### src/rtl/hscrub_pkg.sv
package hscrub_pkg;
    typedef enum logic [1:0] {
        SQ_IDLE   = 2'd0,
        SQ_LAUNCH = 2'd1,
        SQ_WAIT   = 2'd2
    } seq_state_t;

    localparam logic [1:0] RESP_OKAY   = 2'b00;
    localparam logic [1:0] RESP_SLVERR = 2'b10;
endpackage

### src/rtl/hscrub_axil_port.sv
module hscrub_axil_port
    import hscrub_pkg::*;
#(
    parameter int DATA_W    = 32,
    parameter int ADDR_W    = 7,
    parameter int NUM_WORDS = 16,
    localparam int IDX_W    = ADDR_W - 2
) (
    input  logic              clk,
    input  logic              rst,
    input  logic [ADDR_W-1:0] awaddr,
    input  logic              awvalid,
    output logic              awready,
    input  logic              wvalid,
    output logic              wready,
    output logic [1:0]        bresp,
    output logic              bvalid,
    input  logic              bready,
    input  logic [ADDR_W-1:0] araddr,
    input  logic              arvalid,
    output logic              arready,
    output logic [DATA_W-1:0] rdata,
    output logic [1:0]        rresp,
    output logic              rvalid,
    input  logic              rready,
    input  logic [DATA_W-1:0] rd_word,
    output logic              wr_fire,
    output logic [IDX_W-1:0]  wr_idx,
    output logic [IDX_W-1:0]  rd_idx
);
    localparam logic [IDX_W-1:0] CTRL_IDX = IDX_W'(NUM_WORDS);
    localparam logic [IDX_W-1:0] STAT_IDX = IDX_W'(NUM_WORDS + 1);

    logic wr_take, rd_take, wr_ok, rd_ok;

    assign wr_idx  = awaddr[ADDR_W-1:2];
    assign rd_idx  = araddr[ADDR_W-1:2];
    assign wr_ok   = (awaddr[1:0] == 2'b00) && (wr_idx <= CTRL_IDX);
    assign rd_ok   = (araddr[1:0] == 2'b00) && (rd_idx <= STAT_IDX);
    assign wr_take = awvalid && wvalid && !bvalid;
    assign rd_take = arvalid && !rvalid;
    assign awready = wr_take;
    assign wready  = wr_take;
    assign arready = !rvalid;
    assign wr_fire = wr_take && wr_ok;

    always_ff @(posedge clk) begin
        if (rst) begin
            bvalid <= 1'b0;
            bresp  <= RESP_OKAY;
        end else if (wr_take) begin
            bvalid <= 1'b1;
            bresp  <= wr_ok ? RESP_OKAY : RESP_SLVERR;
        end else if (bready) begin
            bvalid <= 1'b0;
        end
    end

    always_ff @(posedge clk) begin
        if (rst) begin
            rvalid <= 1'b0;
            rdata  <= '0;
            rresp  <= RESP_OKAY;
        end else if (rd_take) begin
            rvalid <= 1'b1;
            rdata  <= rd_ok ? rd_word : '0;
            rresp  <= rd_ok ? RESP_OKAY : RESP_SLVERR;
        end else if (rready) begin
            rvalid <= 1'b0;
        end
    end


    bresp_hold_chk: assert property (@(posedge clk) disable iff (rst)
        (bvalid && !bready) |=> (bvalid && $stable(bresp)));

    rresp_hold_chk: assert property (@(posedge clk) disable iff (rst)
        (rvalid && !rready) |=> (rvalid && $stable(rdata) && $stable(rresp)));
endmodule

### src/rtl/hscrub_seq.sv
module hscrub_seq
    import hscrub_pkg::*;
(
    input  logic clk,
    input  logic rst,
    input  logic ctrl_go,
    input  logic all_loaded,
    input  logic res_valid,
    output logic eng_start,
    output logic busy,
    output logic done,
    output logic zeroize
);
    seq_state_t st, st_nx;
    logic valid_q, launch;

    always_ff @(posedge clk) begin
        if (rst) valid_q <= 1'b0;
        else     valid_q <= res_valid;
    end

    assign zeroize = res_valid && !valid_q;
    assign launch  = (st == SQ_IDLE) && ctrl_go && all_loaded && !zeroize;

    always_comb begin
        st_nx = st;
        unique case (st)
            SQ_IDLE:   if (launch)  st_nx = SQ_LAUNCH;
            SQ_LAUNCH:              st_nx = SQ_WAIT;
            SQ_WAIT:   if (zeroize) st_nx = SQ_IDLE;
            default:                st_nx = SQ_IDLE;
        endcase
    end

    always_ff @(posedge clk) begin
        if (rst) st <= SQ_IDLE;
        else     st <= st_nx;
    end

    always_comb begin
        eng_start = (st == SQ_LAUNCH);
        busy      = (st != SQ_IDLE);
    end

    always_ff @(posedge clk) begin
        if (rst)          done <= 1'b0;
        else if (zeroize) done <= 1'b1;
        else if (launch)  done <= 1'b0;
    end


    start_single_chk: assert property (@(posedge clk) disable iff (rst)
        eng_start |=> !eng_start);

    start_loaded_chk: assert property (@(posedge clk) disable iff (rst)
        $rose(eng_start) |-> $past(all_loaded));

    wait_release_chk: assert property (@(posedge clk) disable iff (rst)
        (st == SQ_WAIT && zeroize) |=> (!busy && done));
endmodule

### src/rtl/hscrub_msgfile.sv
module hscrub_msgfile #(
    parameter int DATA_W    = 32,
    parameter int NUM_WORDS = 16,
    parameter int IDX_W     = 5,
    localparam int BYTES    = DATA_W / 8
) (
    input  logic                        clk,
    input  logic                        rst,
    input  logic                        wr_en,
    input  logic [IDX_W-1:0]            wr_idx,
    input  logic [DATA_W-1:0]           wr_data,
    input  logic [BYTES-1:0]            wr_strb,
    input  logic                        zeroize,
    input  logic                        busy,
    output logic [NUM_WORDS*DATA_W-1:0] words_flat,
    output logic                        all_loaded
);
    logic [DATA_W-1:0]    word_q [NUM_WORDS];
    logic [NUM_WORDS-1:0] loaded;

    for (genvar g = 0; g < NUM_WORDS; g++) begin : g_word
        always_ff @(posedge clk) begin
            if (rst || zeroize) begin
                word_q[g] <= '0;
                loaded[g] <= 1'b0;
            end else if (wr_en && wr_idx == IDX_W'(g)) begin
                for (int b = 0; b < BYTES; b++) begin
                    if (wr_strb[b]) word_q[g][b*8 +: 8] <= wr_data[b*8 +: 8];
                end
                loaded[g] <= 1'b1;
            end
        end
        assign words_flat[g*DATA_W +: DATA_W] = word_q[g];
    end

    assign all_loaded = &loaded;


    scrub_clear_chk: assert property (@(posedge clk) disable iff (rst)
        zeroize |=> (words_flat == '0 && !all_loaded));

    zero_wins_chk: assert property (@(posedge clk) disable iff (rst)
        (zeroize && wr_en) |=> (words_flat == '0));

    busy_freeze_chk: assert property (@(posedge clk) disable iff (rst)
        (busy && !zeroize) |=> $stable(words_flat));
endmodule

### src/rtl/hscrub_bank.sv
module hscrub_bank
    import hscrub_pkg::*;
#(
    parameter int DATA_W    = 32,
    parameter int ADDR_W    = 7,
    parameter int NUM_WORDS = 16,
    localparam int IDX_W    = ADDR_W - 2,
    localparam int BYTES    = DATA_W / 8
) (
    input  logic                        clk,
    input  logic                        rst_n,
    input  logic                        periph_rst,
    input  logic [ADDR_W-1:0]           s_awaddr,
    input  logic                        s_awvalid,
    output logic                        s_awready,
    input  logic [DATA_W-1:0]           s_wdata,
    input  logic [BYTES-1:0]            s_wstrb,
    input  logic                        s_wvalid,
    output logic                        s_wready,
    output logic [1:0]                  s_bresp,
    output logic                        s_bvalid,
    input  logic                        s_bready,
    input  logic [ADDR_W-1:0]           s_araddr,
    input  logic                        s_arvalid,
    output logic                        s_arready,
    output logic [DATA_W-1:0]           s_rdata,
    output logic [1:0]                  s_rresp,
    output logic                        s_rvalid,
    input  logic                        s_rready,
    output logic [NUM_WORDS*DATA_W-1:0] eng_block,
    output logic                        eng_start,
    input  logic                        eng_result_valid
);
    localparam logic [IDX_W-1:0] CTRL_IDX = IDX_W'(NUM_WORDS);
    localparam logic [IDX_W-1:0] STAT_IDX = IDX_W'(NUM_WORDS + 1);

    logic                        rst_any, wr_fire, busy, done, zeroize, all_loaded;
    logic [IDX_W-1:0]            wr_idx, rd_idx;
    logic [DATA_W-1:0]           rd_word;
    logic [NUM_WORDS*DATA_W-1:0] words_flat;

    assign rst_any = !rst_n || periph_rst;

    hscrub_axil_port #(.DATA_W(DATA_W), .ADDR_W(ADDR_W), .NUM_WORDS(NUM_WORDS)) u_port (
        .clk(clk), .rst(rst_any),
        .awaddr(s_awaddr), .awvalid(s_awvalid), .awready(s_awready),
        .wvalid(s_wvalid), .wready(s_wready),
        .bresp(s_bresp), .bvalid(s_bvalid), .bready(s_bready),
        .araddr(s_araddr), .arvalid(s_arvalid), .arready(s_arready),
        .rdata(s_rdata), .rresp(s_rresp), .rvalid(s_rvalid), .rready(s_rready),
        .rd_word(rd_word), .wr_fire(wr_fire), .wr_idx(wr_idx), .rd_idx(rd_idx)
    );

    hscrub_seq u_seq (
        .clk(clk), .rst(rst_any),
        .ctrl_go(wr_fire && wr_idx == CTRL_IDX && s_wdata[0]),
        .all_loaded(all_loaded), .res_valid(eng_result_valid),
        .eng_start(eng_start), .busy(busy), .done(done), .zeroize(zeroize)
    );

    hscrub_msgfile #(.DATA_W(DATA_W), .NUM_WORDS(NUM_WORDS), .IDX_W(IDX_W)) u_file (
        .clk(clk), .rst(rst_any),
        .wr_en(wr_fire && wr_idx < CTRL_IDX && !busy),
        .wr_idx(wr_idx), .wr_data(s_wdata), .wr_strb(s_wstrb),
        .zeroize(zeroize), .busy(busy),
        .words_flat(words_flat), .all_loaded(all_loaded)
    );

    always_comb begin
        rd_word = '0;
        for (int i = 0; i < NUM_WORDS; i++) begin
            if (rd_idx == IDX_W'(i)) rd_word = words_flat[i*DATA_W +: DATA_W];
        end
        if (rd_idx == STAT_IDX) rd_word = {{(DATA_W-3){1'b0}}, all_loaded, done, busy};
    end

    assign eng_block = busy ? words_flat : '0;
endmodule

### config.mk
export PLATFORM = sky130hd
export DESIGN_NAME = hscrub_bank
export DESIGN_NICKNAME = d
export VERILOG_FILES = /design/src/rtl/hscrub_pkg.sv /design/src/rtl/hscrub_axil_port.sv /design/src/rtl/hscrub_seq.sv /design/src/rtl/hscrub_msgfile.sv /design/src/rtl/hscrub_bank.sv
export SDC_FILE = /design/constraint.sdc
export NUM_CORES = 1
export LEC_CHECK = 0
export ABC_AREA = 0
export BUFFER_PORTS_ARGS = -buffer_cell sky130_fd_sc_hd__buf_4
export CORE_MARGIN = 3
export CORE_UTILIZATION = 42
export CTS_BUF_LIST = sky130_fd_sc_hd__clkbuf_8 sky130_fd_sc_hd__clkbuf_16
export CTS_CLUSTER_SIZE = 30
export DETAILED_ROUTE_END_ITERATION = 8
export PLACE_DENSITY = 0.65
export SETUP_SLACK_MARGIN = 0.3
export SYNTH_ARGS = -nofsm -noshare
export SYNTH_HDL_FRONTEND = slang
export SYNTH_SLANG_ARGS = --single-unit
### constraint.sdc
create_clock -name clk -period 4.9 [get_ports clk]
set_clock_uncertainty 0.1 [all_clocks]
set_input_delay 0.98 -clock clk [delete_from_list [all_inputs] [get_ports clk]]
set_output_delay 0.98 -clock clk [all_outputs]
set_load 0.02 [all_outputs]
== Word-level counts from Yosys, hierarchy flattened ==
Memory sizes are Yosys's and may differ from the RTL's.
Index checks and enable logic that the tools add are counted.

* Output and inout bits: 554
* Register bits after elaboration: 58
* Memories: 1
* Bits in writable memories: 512
* Bits in latches: 0
* Input port bits: 59
* Word-level logic and storage cells: 469
* ROM bits: 0

* Add/subtract/negate cells: 0
* Shifts and indexed selects: 0
* Muxes and demuxes: 292
* Bitwise operators: 64
* Div/mod/pow operators: 0
* $mul: 0
* Equal/unequal tests: 36
* $lt $le $gt $ge: 3
* Reductions and logical operators: 49

{| class="wikitable"
|+ Memory list
! name !! words !! bits a word !! rd ports !! clocked after memory_dff !! wr ports !! line !! RTL
|-
| u_file.word_q || 16 || 32 || 16 || 0 || 16 || hscrub_msgfile.sv:18 || <nowiki>logic [DATA_W-1:0] word_q [NUM_WORDS];</nowiki>
|}

{| class="wikitable"
|+ Operator list
! cell !! count
|-
| 32-bit 2-to-1 mux || 18
|-
| 512-bit 2-to-1 mux || 1
|-
| 8-bit 2-to-1 mux || 64
|-
| 1-bit 2-to-1 mux || 204
|-
| 5-bit by 4-bit == test with 1-bit output, second input constant || 16
|-
| 1-bit bitwise OR || 64
|-
| 5-bit by 3-bit == test with 1-bit output, second input constant || 8
|-
| 1-bit logical AND || 30
|-
| 5-bit by 2-bit == test with 1-bit output, second input constant || 4
|-
| 16-bit AND reduction || 1
|-
| 5-bit by 1-bit == test with 1-bit output, second input constant || 2
|-
| 5-bit == test, second input constant || 2
|-
| 5-bit less-or-equal comparator, second input constant || 2
|-
| 5-bit logical NOT || 2
|-
| 2-bit 2-to-1 mux || 4
|-
| 2-bit nonzero test || 4
|-
| 1-bit logical NOT || 6
|-
| 2-bit logical NOT || 3
|-
| 2-bit case mux with 3 select lines || 1
|-
| 5-bit less-than comparator, second input constant || 1
|-
| 2-bit by 1-bit inequality test with 1-bit output, second input constant || 2
|-
| 2-bit by 1-bit == test with 1-bit output, second input constant || 1
|-
| 2-bit == test, second input constant || 1
|-
| 1-bit logical OR || 2
|-
| 2-bit AND reduction || 1
|}

== Depth between registers and ports, before layout ==
* Depth in word-level cells: 19
* Mapped depth: 10

== Modules after synthesis ==
Synthesis repeated with hierarchy kept, for this count alone.

* Cells, all modules: 2894
* Area, all modules: 30971.0 um^2

{| class="wikitable"
|+ Modules (own cells, without submodules)
! module !! area an instance (um^2) !! instances !! cells an instance
|-
| hscrub_msgfile || 20754.9 || 1 || 1393
|-
| hscrub_bank || 8722.1 || 1 || 1380
|-
| hscrub_axil_port || 1333.8 || 1 || 107
|-
| hscrub_seq || 160.2 || 1 || 14
|}

== Worst setup path before layout ==
No wires, ideal clock.

* Path type: input to register
* Start: input port rst_n
* End: memory u_file.word_q[0][0] (enable)
* Slack: 2.064 ns
* Setup time: 0.303 ns
* Data required time: 4.497 ns
* Arrival: 2.433 ns
* Cell stages on the path: 7
* Cells stage by stage: nor2b_1 > clkbuf_1 > and2_1 > clkbuf_1 > clkbuf_1 > clkbuf_1 > nand2_1

{| class="wikitable"
|+ RTL lines
! what !! line !! RTL
|-
| from (decl) || hscrub_bank.sv:11 || <nowiki>input logic rst_n,</nowiki>
|-
| to (decl) || hscrub_msgfile.sv:18 ||
|}

== Final worst setup path ==
* Start: input port s_araddr[3]
* End: register u_port.rdata[31]

* Word-level cells in the longest chain between the ends: 19
* Elaborated cells between the ends (all ways): 37
* Classes of those cells: 1 x order compare; 16 x eq/ne; 18 x mux; 2 x reduce/logical

{| class="wikitable"
|+ Ends and longest elaborated chain
! what !! line !! RTL
|-
| from (decl) || hscrub_bank.sv:23 || <nowiki>input logic [ADDR_W-1:0] s_araddr,</nowiki>
|-
| 5-bit logical NOT || hscrub_bank.sv:72 || <nowiki>if (rd_idx == IDX_W'(i)) rd_word = words_flat[i*DATA_W +: DATA_W];</nowiki>
|-
| 32-bit 2-to-1 mux (16 in a row) || hscrub_bank.sv:72 ||
|-
| 32-bit 2-to-1 mux || hscrub_bank.sv:74 || <nowiki>if (rd_idx == STAT_IDX) rd_word = {{(DATA_W-3){1'b0}}, all_loaded, done, busy};</nowiki>
|-
| 32-bit 2-to-1 mux (*) || hscrub_axil_port.sv:66 || <nowiki>rdata <= rd_ok ? rd_word : '0;</nowiki>
|-
| to (signal assigned) || hscrub_axil_port.sv:66 ||
|-
| to (decl) || hscrub_axil_port.sv:22 || <nowiki>output logic [DATA_W-1:0] rdata,</nowiki>
|}

Every way passes the cells marked *; elsewhere a longest branch is shown, timed or not.
A chain may end at the register's enable or synchronous reset.

==> impl_metrics.yaml <==
clock_network:
  clkSlewWorstSetupHoldPaths_ns: 0.06
  htree_levels: 2
  ctsHoldBuffers: 0
  cts_root_buf: "clkbuf_16"
  clock_sinks: 568
  numCtsBuffers: 61
  post_cts_buffers: 0
  clk_path_buf_depth: 3
  cts_tree: "built"
  cts.repair.resized: 0
  insertion_delay_ns: 0.64
drt:
  drt_first_iter_violations: 4040
  wl_um: 144000
  postRouteAntennaNets: 0
  via_count: 26607
  avgViaCountPerCell: 5.98
  routedWlPerCell_um: 32.5
  first_pass_iters: 8
  drc: 0
logic_synthesis:
  yosys_warnings: 0
  synth-seq-cells: 568
  synth-edff-count: 512
  synth.distinct_cells: 79
  postSynthAreaPerCell_um2: 10.3
  syn_inst: 2919
  syn-cell-area_um2: 30000
  synthFlopType: "edfxtp_1"
  synth-async-reset-ratio: 0
  seq_area_frac_synth: 0.550
placement:
  dpl.hpwl_um: 112000
  dp_cells: 4327
  place_congestion: 1.03
  io_buffer_count: 610
floorplanning:
  initial_core_util: 0.426
  ios: 613
  dieArea_um2: 74600
  die_x_um: 273
  die_h_um: 273
  core_area_um2: 70400
  rows: 97
sta:
  drv_slew: 3
  slew_headroom: -0.0184
  grt_setup_unrepaired: "no"
  period_share: 0.826
  max_clock_freq_mhz: 247
  worstMarginPinSlew_ns: 1.51
  hold_violations: 0
  fin_tns_setup_ns: 0
  final-setup-viol-count: 0
  finalCriticalPeriod_ns: 4.05
global_route:
  grt_pass1_vias: 25859
  grt_first_pass_wirelength_um: 197000
  track_usage: 0.374
  overflow: 0
  antenna_found_initial: 16
  grt_max_degree: 282
cells_and_area:
  syn_to_final_growth_pct: 25.4
  layout.nets: 3509
  multi_input_area_um2: 12600
  register_area_um2: 16500
  drive_gt1_frac: 0.230
  layout_common_cells: "and2_1, buf_4, edfxtp_1"
  final_common_cell: "and2_1"
  final_cells: 4448
  num-fill-cells: 6490
worst_hold_path:
  hold_class: "flip-flop to flip-flop"
worst_setup_path:
  cp.arrival_ns: 4.49
  rrSetupSlack_ns: 1.34
  required_ns: 5.34
  cp-end-kind: "flip-flop"
  crit_fanout: 47
  path_class: "input pin to flip-flop"
  crit_path_start_kind: "input pin"
power:
  ir_drop_mv: 0.315
  p_leak_nw: 15.7
  cellPowerDensity_nw_per_um2: 302
outcome:
  failed_checks: "capacitance limit, slew limit"
  status: "complete, but fails checks"
flow_run:
  max-cap-violations: 1
[stage by stage]
| step | area [um2] | setup slack, ns | util | hold WS (ns) | total power, mW |
|---|---|---|---|---|---|
| 6_report | 37600 | 0.854 | 0.534 | 0.380 | 11.3 |
| 5_1_grt | 37600 | 0.990 | 0.534 | 0.393 | 11.5 |
| 4_1_cts | 37600 | 1.25 | 0.534 | 0.376 | 11.3 |
| 3_5_place_dp | 35400 | 0.592 | 0.503 | 0.361 | 6.39 |
| 3_3_place_gp | 35400 | 0.631 | 0.503 | 0.349 | 6.39 |
| 2_1_floorplan | 30000 | 2.06 | - | 0.333 | 5.91 |
[critical path: stages]
cell       delay [ns]
buf_4            0.53
and2_0           0.67
nand2_1          0.59
o21ai_0          0.33
a2bb2oi_1        0.69
a31oi_1          0.37
o21a_1           0.27
[flip-flops by register name, indices dropped and copies added, names as in the netlist]
name / flops
u_seq.st: 2
u_port.rresp: 1
u_file.loaded: 16
u_port.bresp: 1
u_seq.valid_q: 1
u_port.rvalid: 1
u_file.word_q: 512
u_port.bvalid: 1
u_seq.done: 1
u_port.rdata: 32
[per-layer routing]
metal	wire length, um	global-route usage	vias to the layer above
met5	90	0	-
met4	6750	0.152	10
met3	16900	0.0990	356
met2	67300	0.608	1987
met1	53400	0.474	12996
li1	-	-	11258
[cells in the mapped netlist (7+ instances only)]
cell / count / share of area
a211oi_1: 21 / 0.0053
a21oi_1: 111 / 0.019
and2_1: 1023 / 0.21
nor3_1: 23 / 0.0038
nor2b_1: 13 / 0.0027
edfxtp_1: 512 / 0.51
o22ai_1: 26 / 0.0054
clkbuf_1: 158 / 0.020
nand4_1: 11 / 0.0023
nand2_1: 247 / 0.031
nand2b_1: 16 / 0.0033
o211ai_1: 11 / 0.0028
a22o_1: 12 / 0.0035
a221o_1: 22 / 0.0073
nor4_1: 8 / 0.0017
a221oi_1: 33 / 0.0096
nor3b_1: 7 / 0.0018
buf_2: 34 / 0.0057
o221ai_1: 10 / 0.0029
a21boi_0: 14 / 0.0035
nand3_1: 24 / 0.0040
mux2i_1: 7 / 0.0023
a2bb2oi_1: 16 / 0.0047
a41oi_1: 9 / 0.0026
buf_1: 8 / 0.0010
o21a_1: 7 / 0.0018
o21ai_0: 98 / 0.016
dfxtp_1: 56 / 0.037
nor2_1: 209 / 0.026
a31oi_1: 11 / 0.0023
inv_1: 9 / 0.0011
a22oi_1: 36 / 0.0090
[worst paths after layout]
path / start / endpoint / depth (start not counted)
setup / recovery: s_araddr[3] / u_port.rdata[31]$_SDFFE_PP0P_ / 7
hold / removal: u_file.loaded[8]$_SDFFE_PN0P_ / u_file.loaded[8]$_SDFFE_PN0P_ / 2
setup reg to reg: u_port.bvalid$_SDFFE_PP0P_ / u_file.word_q[1][127]$_SDFFCE_PN0P_ / 7
hold reg to reg: u_file.loaded[8]$_SDFFE_PN0P_ / u_file.loaded[8]$_SDFFE_PN0P_ / 2
[final cells by class]
type	count	area share
diodes	6	0.000399
clock buffers	65	0.0427
clock inverters	50	0.0147
inverters	10	0.000998
multi-input cells	2135	0.336
flip-flops and latches	568	0.439
well taps	940	0.0313
repair buffers	674	0.135
[logic make-up after synthesis]
group	share of synthesized area
other	0.000125
AOI/OAI and AO/OA	0.113
muxes	0.00459
and+or+nand+nor	0.303
buffers and inverters	0.0296
xor gates and xnor gates	0.000292
DFF	0.550
[report_power, final]
group	internal [mW]	leakage [nW]	switching [mW]
Clock	2.99	1.09	2.02
Combinational	0.154	8.22	0.547
Sequential	5.44	6.39	0.201
Total	8.58	15.7	2.77
Note: power is estimated with default switching activity, not from simulation.
